### src/rtl/i2cRegPkg.sv
package i2cRegPkg;
  typedef enum logic [2:0] {
    ST_IDLE, ST_ADDR, ST_ACK, ST_RX, ST_TX, ST_TXACK, ST_SKIP
  } busState_t;

  // strobes from the sequencer to the datapath
  typedef struct packed {
    logic shiftIn;
    logic loadPtr;
    logic wrReg;
    logic loadTx;
    logic shiftTx;
  } dpStrobe_t;
endpackage

### src/rtl/i2cLineSync.sv
module i2cLineSync #(
  parameter int STAGES = 2
) (
  input  logic clk,
  input  logic rstN,
  input  logic sclIn,
  input  logic sdaIn,
  output logic sclS,
  output logic sdaS,
  output logic sclRise,
  output logic sclFall,
  output logic startDet,
  output logic stopDet
);
  logic [STAGES-1:0] sclPipe, sdaPipe;
  logic sclPrev, sdaPrev;

  always_ff @(posedge clk or negedge rstN) begin
    if (!rstN) begin
      sclPipe <= '1;
      sdaPipe <= '1;
      sclPrev <= 1'b1;
      sdaPrev <= 1'b1;
    end else begin
      sclPipe <= {sclPipe[STAGES-2:0], sclIn};
      sdaPipe <= {sdaPipe[STAGES-2:0], sdaIn};
      sclPrev <= sclPipe[STAGES-1];
      sdaPrev <= sdaPipe[STAGES-1];
    end
  end

  assign sclS     = sclPipe[STAGES-1];
  assign sdaS     = sdaPipe[STAGES-1];
  assign sclRise  = sclS && !sclPrev;
  assign sclFall  = !sclS && sclPrev;
  assign startDet = sclS && sclPrev && sdaPrev && !sdaS;
  assign stopDet  = sclS && sclPrev && !sdaPrev && sdaS;
endmodule

### src/rtl/i2cSlaveCtrl.sv
module i2cSlaveCtrl
  import i2cRegPkg::*;
#(
  parameter logic [6:0] DEV_ADDR = 7'h51
) (
  input  logic       clk,
  input  logic       rstN,
  input  logic       sclRise,
  input  logic       sclFall,
  input  logic       startDet,
  input  logic       stopDet,
  input  logic       sdaS,
  input  logic [7:0] rxByte,
  output dpStrobe_t  strobe,
  output logic       ackLow,
  output logic       txActive
);
  busState_t state;
  logic [3:0] bitCnt;
  logic isRead, ptrPhase, mstAck;
  logic rxPhase, byteEnd, addrHit, busEvent;

  assign busEvent = startDet || stopDet;
  assign rxPhase  = (state == ST_ADDR) || (state == ST_RX);
  assign byteEnd  = rxPhase && sclFall && (bitCnt == 4'd8);
  assign addrHit  = (rxByte[7:1] == DEV_ADDR);

  always_comb begin
    strobe.shiftIn = !busEvent && rxPhase && sclRise && (bitCnt < 4'd8);
    strobe.loadPtr = !busEvent && byteEnd && (state == ST_RX) && ptrPhase;
    strobe.wrReg   = !busEvent && byteEnd && (state == ST_RX) && !ptrPhase;
    strobe.loadTx  = !busEvent && sclFall &&
                     (((state == ST_ACK) && isRead) || ((state == ST_TXACK) && mstAck));
    strobe.shiftTx = !busEvent && (state == ST_TX) && sclFall && (bitCnt != 4'd7);
  end

  always_ff @(posedge clk or negedge rstN) begin
    if (!rstN) begin
      state    <= ST_IDLE;
      bitCnt   <= '0;
      isRead   <= 1'b0;
      ptrPhase <= 1'b0;
      mstAck   <= 1'b0;
      ackLow   <= 1'b0;
      txActive <= 1'b0;
    end else if (busEvent) begin
      state    <= startDet ? ST_ADDR : ST_IDLE;
      bitCnt   <= '0;
      ackLow   <= 1'b0;
      txActive <= 1'b0;
    end else begin
      unique case (state)
        ST_ADDR, ST_RX: begin
          if (strobe.shiftIn) bitCnt <= bitCnt + 4'd1;
          if (byteEnd) begin
            bitCnt <= '0;
            if (state == ST_RX) begin
              ptrPhase <= 1'b0;
              ackLow   <= 1'b1;
              state    <= ST_ACK;
            end else if (addrHit) begin
              isRead   <= rxByte[0];
              ptrPhase <= 1'b1;
              ackLow   <= 1'b1;
              state    <= ST_ACK;
            end else begin
              state <= ST_SKIP;
            end
          end
        end
        ST_ACK: if (sclFall) begin
          ackLow   <= 1'b0;
          bitCnt   <= '0;
          txActive <= isRead;
          state    <= isRead ? ST_TX : ST_RX;
        end
        ST_TX: if (sclFall) begin
          if (bitCnt == 4'd7) begin
            state    <= ST_TXACK;
            txActive <= 1'b0;
            bitCnt   <= '0;
          end else begin
            bitCnt <= bitCnt + 4'd1;
          end
        end
        ST_TXACK: begin
          if (sclRise) mstAck <= !sdaS;
          if (sclFall) begin
            txActive <= mstAck;
            state    <= mstAck ? ST_TX : ST_SKIP;
          end
        end
        default: ;
      endcase
    end
  end

  // a foreign address is never acknowledged
  a_r3_no_ack_foreign: assert property (@(posedge clk) disable iff (!rstN)
    (state == ST_ADDR && byteEnd && !addrHit && !busEvent) |=> (!ackLow && state == ST_SKIP));
  // a master not-acknowledge ends transmission
  a_r9_nack_release: assert property (@(posedge clk) disable iff (!rstN)
    (state == ST_TXACK && sclFall && !mstAck && !busEvent) |=> (!txActive && !ackLow));
  // STOP returns to idle and frees the line
  a_r11_stop_idle: assert property (@(posedge clk) disable iff (!rstN)
    (stopDet && !startDet) |=> (state == ST_IDLE && !ackLow && !txActive));
endmodule

### src/rtl/i2cRegDatapath.sv
module i2cRegDatapath
  import i2cRegPkg::*;
#(
  parameter int NUM_REGS = 16,
  localparam int PTR_W = $clog2(NUM_REGS)
) (
  input  logic             clk,
  input  logic             rstN,
  input  dpStrobe_t        strobe,
  input  logic             sdaS,
  input  logic             appWrEn,
  input  logic [PTR_W-1:0] appWrAddr,
  input  logic [7:0]       appWrData,
  input  logic [PTR_W-1:0] appRdAddr,
  output logic [7:0]       appRdData,
  output logic [7:0]       rxByte,
  output logic             txBit
);
  localparam logic [PTR_W-1:0] LAST = PTR_W'(NUM_REGS - 1);

  logic [7:0] bank [NUM_REGS];
  logic [PTR_W-1:0] ptr, ptrNext;
  logic [7:0] txSh;

  assign ptrNext = (ptr == LAST) ? '0 : ptr + 1'b1;

  always_ff @(posedge clk or negedge rstN) begin
    if (!rstN) begin
      ptr    <= '0;
      rxByte <= '0;
      txSh   <= 8'hFF;
    end else begin
      if (strobe.shiftIn) rxByte <= {rxByte[6:0], sdaS};
      if (strobe.loadPtr) ptr <= rxByte[PTR_W-1:0];
      if (strobe.wrReg) ptr <= ptrNext;
      if (strobe.loadTx) begin
        txSh <= bank[ptr];
        ptr  <= ptrNext;
      end else if (strobe.shiftTx) begin
        txSh <= {txSh[6:0], 1'b1};
      end
    end
  end

  // one storage cell per register; bus write outranks the application port
  for (genvar i = 0; i < NUM_REGS; i++) begin : g_cell
    always_ff @(posedge clk or negedge rstN) begin
      if (!rstN) bank[i] <= '0;
      else if (strobe.wrReg && ptr == PTR_W'(i)) bank[i] <= rxByte;
      else if (appWrEn && appWrAddr == PTR_W'(i)) bank[i] <= appWrData;
    end
  end

  assign appRdData = bank[appRdAddr];
  assign txBit     = txSh[7];

  // a bus data byte lands at the pointer it was aimed at
  a_r5_write_lands: assert property (@(posedge clk) disable iff (!rstN)
    strobe.wrReg |=> (bank[$past(ptr)] == $past(rxByte)));
  // stepping past the last register returns to register 0
  a_r6_ptr_wrap: assert property (@(posedge clk) disable iff (!rstN)
    ((strobe.wrReg || strobe.loadTx) && ptr == LAST) |=> (ptr == '0));
endmodule

### src/rtl/i2cRegBankSlave.sv
module i2cRegBankSlave
  import i2cRegPkg::*;
#(
  parameter logic [6:0] DEV_ADDR    = 7'h51,
  parameter int         NUM_REGS    = 16,
  parameter int         SYNC_STAGES = 2,
  localparam int        PTR_W       = $clog2(NUM_REGS)
) (
  input  logic             clk,
  input  logic             rstN,
  input  logic             sclIn,
  input  logic             sdaIn,
  output logic             sdaPullLow,
  input  logic             appWrEn,
  input  logic [PTR_W-1:0] appWrAddr,
  input  logic [7:0]       appWrData,
  input  logic [PTR_W-1:0] appRdAddr,
  output logic [7:0]       appRdData
);
  logic sclS, sdaS, sclRise, sclFall, startDet, stopDet;
  logic ackLow, txActive, txBit;
  logic [7:0] rxByte;
  dpStrobe_t strobe;

  i2cLineSync #(.STAGES(SYNC_STAGES)) u_sync (
    .clk, .rstN, .sclIn, .sdaIn, .sclS, .sdaS,
    .sclRise, .sclFall, .startDet, .stopDet
  );

  i2cSlaveCtrl #(.DEV_ADDR(DEV_ADDR)) u_ctrl (
    .clk, .rstN, .sclRise, .sclFall, .startDet, .stopDet,
    .sdaS, .rxByte, .strobe, .ackLow, .txActive
  );

  i2cRegDatapath #(.NUM_REGS(NUM_REGS)) u_dp (
    .clk, .rstN, .strobe, .sdaS, .appWrEn, .appWrAddr, .appWrData,
    .appRdAddr, .appRdData, .rxByte, .txBit
  );

  assign sdaPullLow = ackLow || (txActive && !txBit);

  // the data line drive is frozen while SCL stays high
  a_r10_sda_moves_scl_low: assert property (@(posedge clk) disable iff (!rstN)
    (sclS && $past(sclS)) |-> $stable(sdaPullLow));
endmodule

### config.mk
export PLATFORM = sky130hd
export DESIGN_NAME = i2cRegBankSlave
export DESIGN_NICKNAME = d
export VERILOG_FILES = /design/src/rtl/i2cRegPkg.sv /design/src/rtl/i2cLineSync.sv /design/src/rtl/i2cSlaveCtrl.sv /design/src/rtl/i2cRegDatapath.sv /design/src/rtl/i2cRegBankSlave.sv
export SDC_FILE = /design/constraint.sdc
export NUM_CORES = 1
export LEC_CHECK = 0
export BUFFER_PORTS_ARGS = -buffer_cell sky130_fd_sc_hd__buf_2
export CAP_MARGIN = 30
export CORE_ASPECT_RATIO = 1.4
export CORE_UTILIZATION = 40
export DETAILED_ROUTE_END_ITERATION = 8
export HOLD_SLACK_MARGIN = 0.12
export PLACE_DENSITY = 0.65
export SLEW_MARGIN = 20
export SYNTH_ARGS = -nofsm -noshare
export SYNTH_HDL_FRONTEND = slang
export SYNTH_SLANG_ARGS = --single-unit
### constraint.sdc
create_clock -name clk -period 4.5 [get_ports clk]
set_clock_uncertainty 0.15 [all_clocks]
set_input_delay 0.45 -clock clk [delete_from_list [all_inputs] [get_ports clk]]
set_output_delay 0.45 -clock clk [all_outputs]
set_load 0.02 [all_outputs]
=== Yosys cells after proc, flatten, opt, wreduce, memory -nomap -nowiden ===
Index checks and enable logic that the tools add are counted.

* Add/sub/neg operators: 2
* Magnitude comparators: 3
* Equal/unequal tests: 46
* Multiplexer cells: 76
* Bitwise operators: 4
* Reduce and logical (&&, ||, !) cells: 100

{| class="wikitable"
|+ Operator list
! kind !! number
|-
| $mux 8 || 38
|-
| $eq 4x4->1 const B || 17
|-
| $bmux 8 s4 || 2
|-
| $logic_and 1x1->1 || 56
|-
| $mux 4 || 10
|-
| $eq 4x3->1 const B || 9
|-
| $reduce_bool 2->1 || 18
|-
| $mux 3 || 9
|-
| $eq 4x2->1 const B || 4
|-
| $mux 1 || 12
|-
| $ne 3x1->1 const B || 4
|-
| $pmux 3 s4 || 1
|-
| $pmux 4 s3 || 1
|-
| $reduce_and 4->1 || 3
|-
| $ge 5x5->1 const B || 2
|-
| $not 4->5 || 2
|-
| $reduce_and 5->1 || 2
|-
| $add 4x1->4 const B || 2
|-
| $eq 4x1->1 const B || 2
|-
| $logic_not 4->1 || 2
|-
| $reduce_bool 4->1 || 2
|-
| $eq 7x7->1 const B || 1
|-
| $logic_not 1->1 || 7
|-
| $eq 3x2->1 const B || 2
|-
| 17 further kinds || 23
|}

* Register bits: 166
* Input bits: 21
* Output and inout port bits: 9
* Word-level logic and storage cells: 261

=== Logic depth before layout (Yosys ltp) ===
* Word-level depth: 12
* Mapped depth: 11
* Mapped depth without buffers: 7

=== Hierarchy ===
Synthesis repeated with hierarchy kept, for this count alone.

* Cell total of the unflattened synthesis: 930
* Area total of the unflattened synthesis: 10259.8 µm²

{| class="wikitable"
|+ By module, submodules not included
! module !! times used !! cells each !! area each (µm²) !! sequential area each (µm²)
|-
| i2cRegDatapath || 1 || 815 || 9160.0 || 3713.6
|-
| i2cSlaveCtrl || 1 || 103 || 898.4 || 300.3
|-
| i2cLineSync || 1 || 10 || 190.2 || 157.7
|-
| i2cRegBankSlave || 1 || 2 || 11.3 || 0.0
|}

=== Least setup slack after synthesis ===
No wires, ideal clock.

* Kind: input -> output
* Start point: input port appRdAddr[0]
* End point: output port appRdData[4]
* Data arrival time: 2.033 ns
* Data required time: 3.900 ns
* Setup slack: 1.867 ns
* Cell stages on the path: 4
* Path buffers: 2
* Path through: clkbuf_1 -> buf_2 -> mux4_2 -> mux4_2

* Longest elaborated chain between the ends: 4

{| class="wikitable"
|+ Ends and longest elaborated chain
! what !! line !! text
|-
| start, declared || i2cRegBankSlave.sv:17 || <nowiki>input logic [PTR_W-1:0] appRdAddr,</nowiki>
|-
| $not 4->5 (not written as such) || i2cRegDatapath.sv:54 || <nowiki>assign appRdData = bank[appRdAddr];</nowiki>
|-
| $bmux 8 s4 || i2cRegDatapath.sv:54 ||
|-
| $mux 8 (not written as such) (2 in a row) || i2cRegDatapath.sv:54 ||
|-
| end, declared || i2cRegBankSlave.sv:18 || <nowiki>output logic [7:0] appRdData</nowiki>
|}

Every way passes these cells. The select of a mux whose other input is x is not followed.

=== Worst setup path after layout ===
* Start point: input port appRdAddr[0]
* End point: output port appRdData[1]

Same word-level chain as after synthesis.

==> metrics.md <==
| Metric | Value |
|---|---|
| Status | finished, final reports clean |
| Dpl cell area | 10300 sq um |
| PD cells | between 500 and 600 nW/um^2 |
| Fin worst setup slack | approximately 1.5 ns |
| Cell family with most CP delay | multiplexers |
| Lkg Pwr | approximately 0.0046 uW |
| R2R setup slack | approximately 1.5 ns |
| Unrepaired setup endpoints after global routing | no |
| Share of layout cells above drive strength 1 | between 15 and 20% |
| Diode count | 0 |
| Via/cell ratio | roughly 6.1 |
| DR vias | roughly 7500 |
| Mean Syn Cell Area | about 11 sq um |
| Sum Neg Setup Slack | 0 ns |
| DRC errors left | 0 |
| # fillers | between 2000 and 2500 |
| Hold WC Path Type | flip-flop to flip-flop |
| CTS Buf Count | 17 |
| Worst slack at placement | roughly 1.4 ns |
| Setup crit start kind | primary input |
| Core box area | approximately 24000 sq um |
| Max-slew violation count | 0 |
| Initial Util | between 40% and 50% |
| Endpoint type of the worst setup path | output port |
| Final ANT Viol Nets | 0 |
| Arr. time, crit path | approximately 2.5 ns |
| Length of the first detailed-routing pass in iterations | 5 |
| Critical path's slowest cell | mux4_2 |
| Vias in the first global route | 7586 |
| Worst Path Buf+Inv | 3 |
| Final Util | 45.3% |
| Buffers added on ports | 29 |
| Post-layout min period | between 3 and 4 ns |
| Hold path cells | 0 |
| Cell Area, Synth | just under 10000 sq um |
| Commonest non-fill, non-tap cells in the layout | a21oi_1, nor2_1, dfrtp_1, mux2i_1, mux4_2 |
| Total congestion overflow | 0 |
| Tot Pwr | about 6000 uW |
| Clock-pin slew on the worst setup and hold paths | approximately 0.07 ns |
| Synth Register Bits | 166 |
| Worst flop-to-flop path startpoint | u_ctrl.state[0] |
| Layout area overhead | 10.2% |
| Net count after synthesis | between 900 and 1000 |
| Peak supply drop | around 0.00030 V |
| Synth top area share | a little under two fifths |
| Cell taking the most area after synthesis | dfrtp_1 |
| Clock Tree Root | clkbuf_16 |
| Clock Sink Count | approximately 170 |
| Skew-Pair Late Insertion Delay | 0.45 ns |
| Post-Route WL | 28800 um |
| Ys async rst share | between 90% and 100% |
| Distinct cells, synth | around 60 |
| Synth Instances | 924 |
| Slowest stage delay, CP | 0.53 ns |
| Largest net degree at the start of global routing | 86 |
| Num rows | between 60 and 70 |
| Die Wd | around 140 um |
| Deepest clock path buffer count | 2 |
| Slew HR | between 30% and 40% |
| Critical path type | primary input to output port |
| H-tree Lvls | 4 |
| CTS tree | built |
| GPL Wtd Cong | roughly 0.9 |
| Routed WL per cell | between 20 and 25 um |
| Die height | around 190 um |
| Die area | approximately 25000 sq um |
| First-pass GRT wire length | 44900 um |
| Yosys warning total | 0 |
| Most common cell after layout, fill and taps aside | a21oi_1 |
| Initial antenna violation count | 1 |
| Gr usage total | 24.0% |
| RR Endpoint | u_dp.bank[99] |
| NumNets Final | 944 |
| Post-synth top flop | dfrtp_1 |
| Initial DRC count | between 600 and 700 |
| Crit path max fanout | 14 |
| Setup violations, final | 0 |
| R2R depth | 5 |
| Hold EP | u_sync.sdaPipe[1] |
| PostCTS Resize Cnt | 0 |
| Final hold viol count | 0 |
| Register area share after synthesis | a little over two fifths |
| Max cap viols | 0 |
| Final period utilization | around 68% |
| Hold Path Origin | u_sync.sdaPipe[0] |
| DP Wirelength | ~20000 um |
| Crit-path cells | buf_2 > buf_4 > mux4_2 > mux4_2 > buf_2 |
| EDFF count, synth | 0 |
| Io pins | 30 |
| Worst slew pin tran | just under 1 ns |
| Largest cells by area after synthesis | dfrtp_1, mux4_2, mux2i_1, a21oi_1, nor2_1 |
| Design area | around 11000 sq um |
| FMAX | between 0.3 and 0.4 GHz |
| Critical Path RT | just under 4 ns |
area by class of cell:
class / instances / area (sq um) / share of cell area (%)
sequential: 166 / 4170 / 38.1
tap: 310 / 388 / 3.54
clock inverter: 15 / 179 / 1.63
timing repair buffer: 48 / 314 / 2.87
multi-input combinational: 673 / 5430 / 49.6
clock buffer: 17 / 425 / 3.89
inverter: 11 / 41.3 / 0.377
registers in the layout, indices dropped and copies added (netlist names), 2 cells and up:
register	flops
u_ctrl.state	3
u_dp.txSh	8
u_ctrl.bitCnt	4
u_dp.rxByte	8
u_sync.sclPipe	2
u_sync.sdaPipe	2
u_dp.ptr	4
u_dp.bank	128
cells by family (layout without fill, tap and decap cells):
family | count (synthesis) | count (layout) | synth area share [%]
multiplexers | 216 | 216 | 30.4
XOR/XNOR | 1 | 1 | 0.0882
buffers and inverters | 85 | 91 | 3.40
AO/OA/AOI/OAI | 205 | 205 | 11.7
flip-flops | 166 | 166 | 42.0
adder cells (fa/ha/maj) | 6 | 6 | 0.755
AND/OR/NAND/NOR | 245 | 245 | 11.6
where the power goes:
part           internal [uW]  total (uW)  switching (uW)
Sequential              1920        2570             642
Combinational            987        1930             938
Clock                    841        1520             684
Yosys cell counts (all sizes together) (2+ instances only):
cell type	instances
nor2	151
dfstp	14
nand4	3
nor3b	2
o21ai	11
nor4	5
nor3	3
dfrtp	152
a311oi	2
ha	6
buf	28
nand3	13
nand2	28
nand3b	5
mux2i	138
a22oi	6
o22ai	3
inv	11
clkbuf	46
nand4b	2
a21oi	152
nor2b	8
a22o	3
mux2	10
a221o	5
a21o	2
and3	3
o22a	2
nand2b	13
or3b	2
mux4	68
a211o	2
a31oi	4
or4	3
o211ai	2
metrics by stage:
step / cells / hold WS [ns]
after floorplan: 924 / 0.00441
after global placement: 1200 / 0.197
after detailed placement: 1202 / 0.197
after CTS: 1237 / 0.203
after global routing: 1240 / 0.211
final: 1240 / 0.199
how the worst max path moves through the flow:
stage | start | end | slack [ns] | cells past startpoint
4_1_cts | appRdAddr[0] | appRdData[1] | 1.42 | 5
3_3_place_gp | appRdAddr[0] | appRdData[1] | 1.43 | 5
3_5_place_dp | appRdAddr[0] | appRdData[1] | 1.42 | 5
2_1_floorplan | appRdAddr[0] | appRdData[4] | 1.87 | 4
6_report | appRdAddr[0] | appRdData[1] | 1.45 | 5
5_1_grt | appRdAddr[0] | appRdData[6] | 1.34 | 5
routing by layer:
layer	global-route usage [%]	share of wire (%)	vias to the layer above
li1	-	-	3390
met1	28.3	37	3715
met2	40.9	51	319
met3	4.01	5.3	98
met4	13.7	5.8	2
met5	0	0.045	-
timing repair:
item | in CTS | in global routing
setup buffers | 0 | 0
hold endpoints to repair | 80 | 0
hold buffers | 3 | 0
No activity file was read; power rests on OpenSTA's default activity.
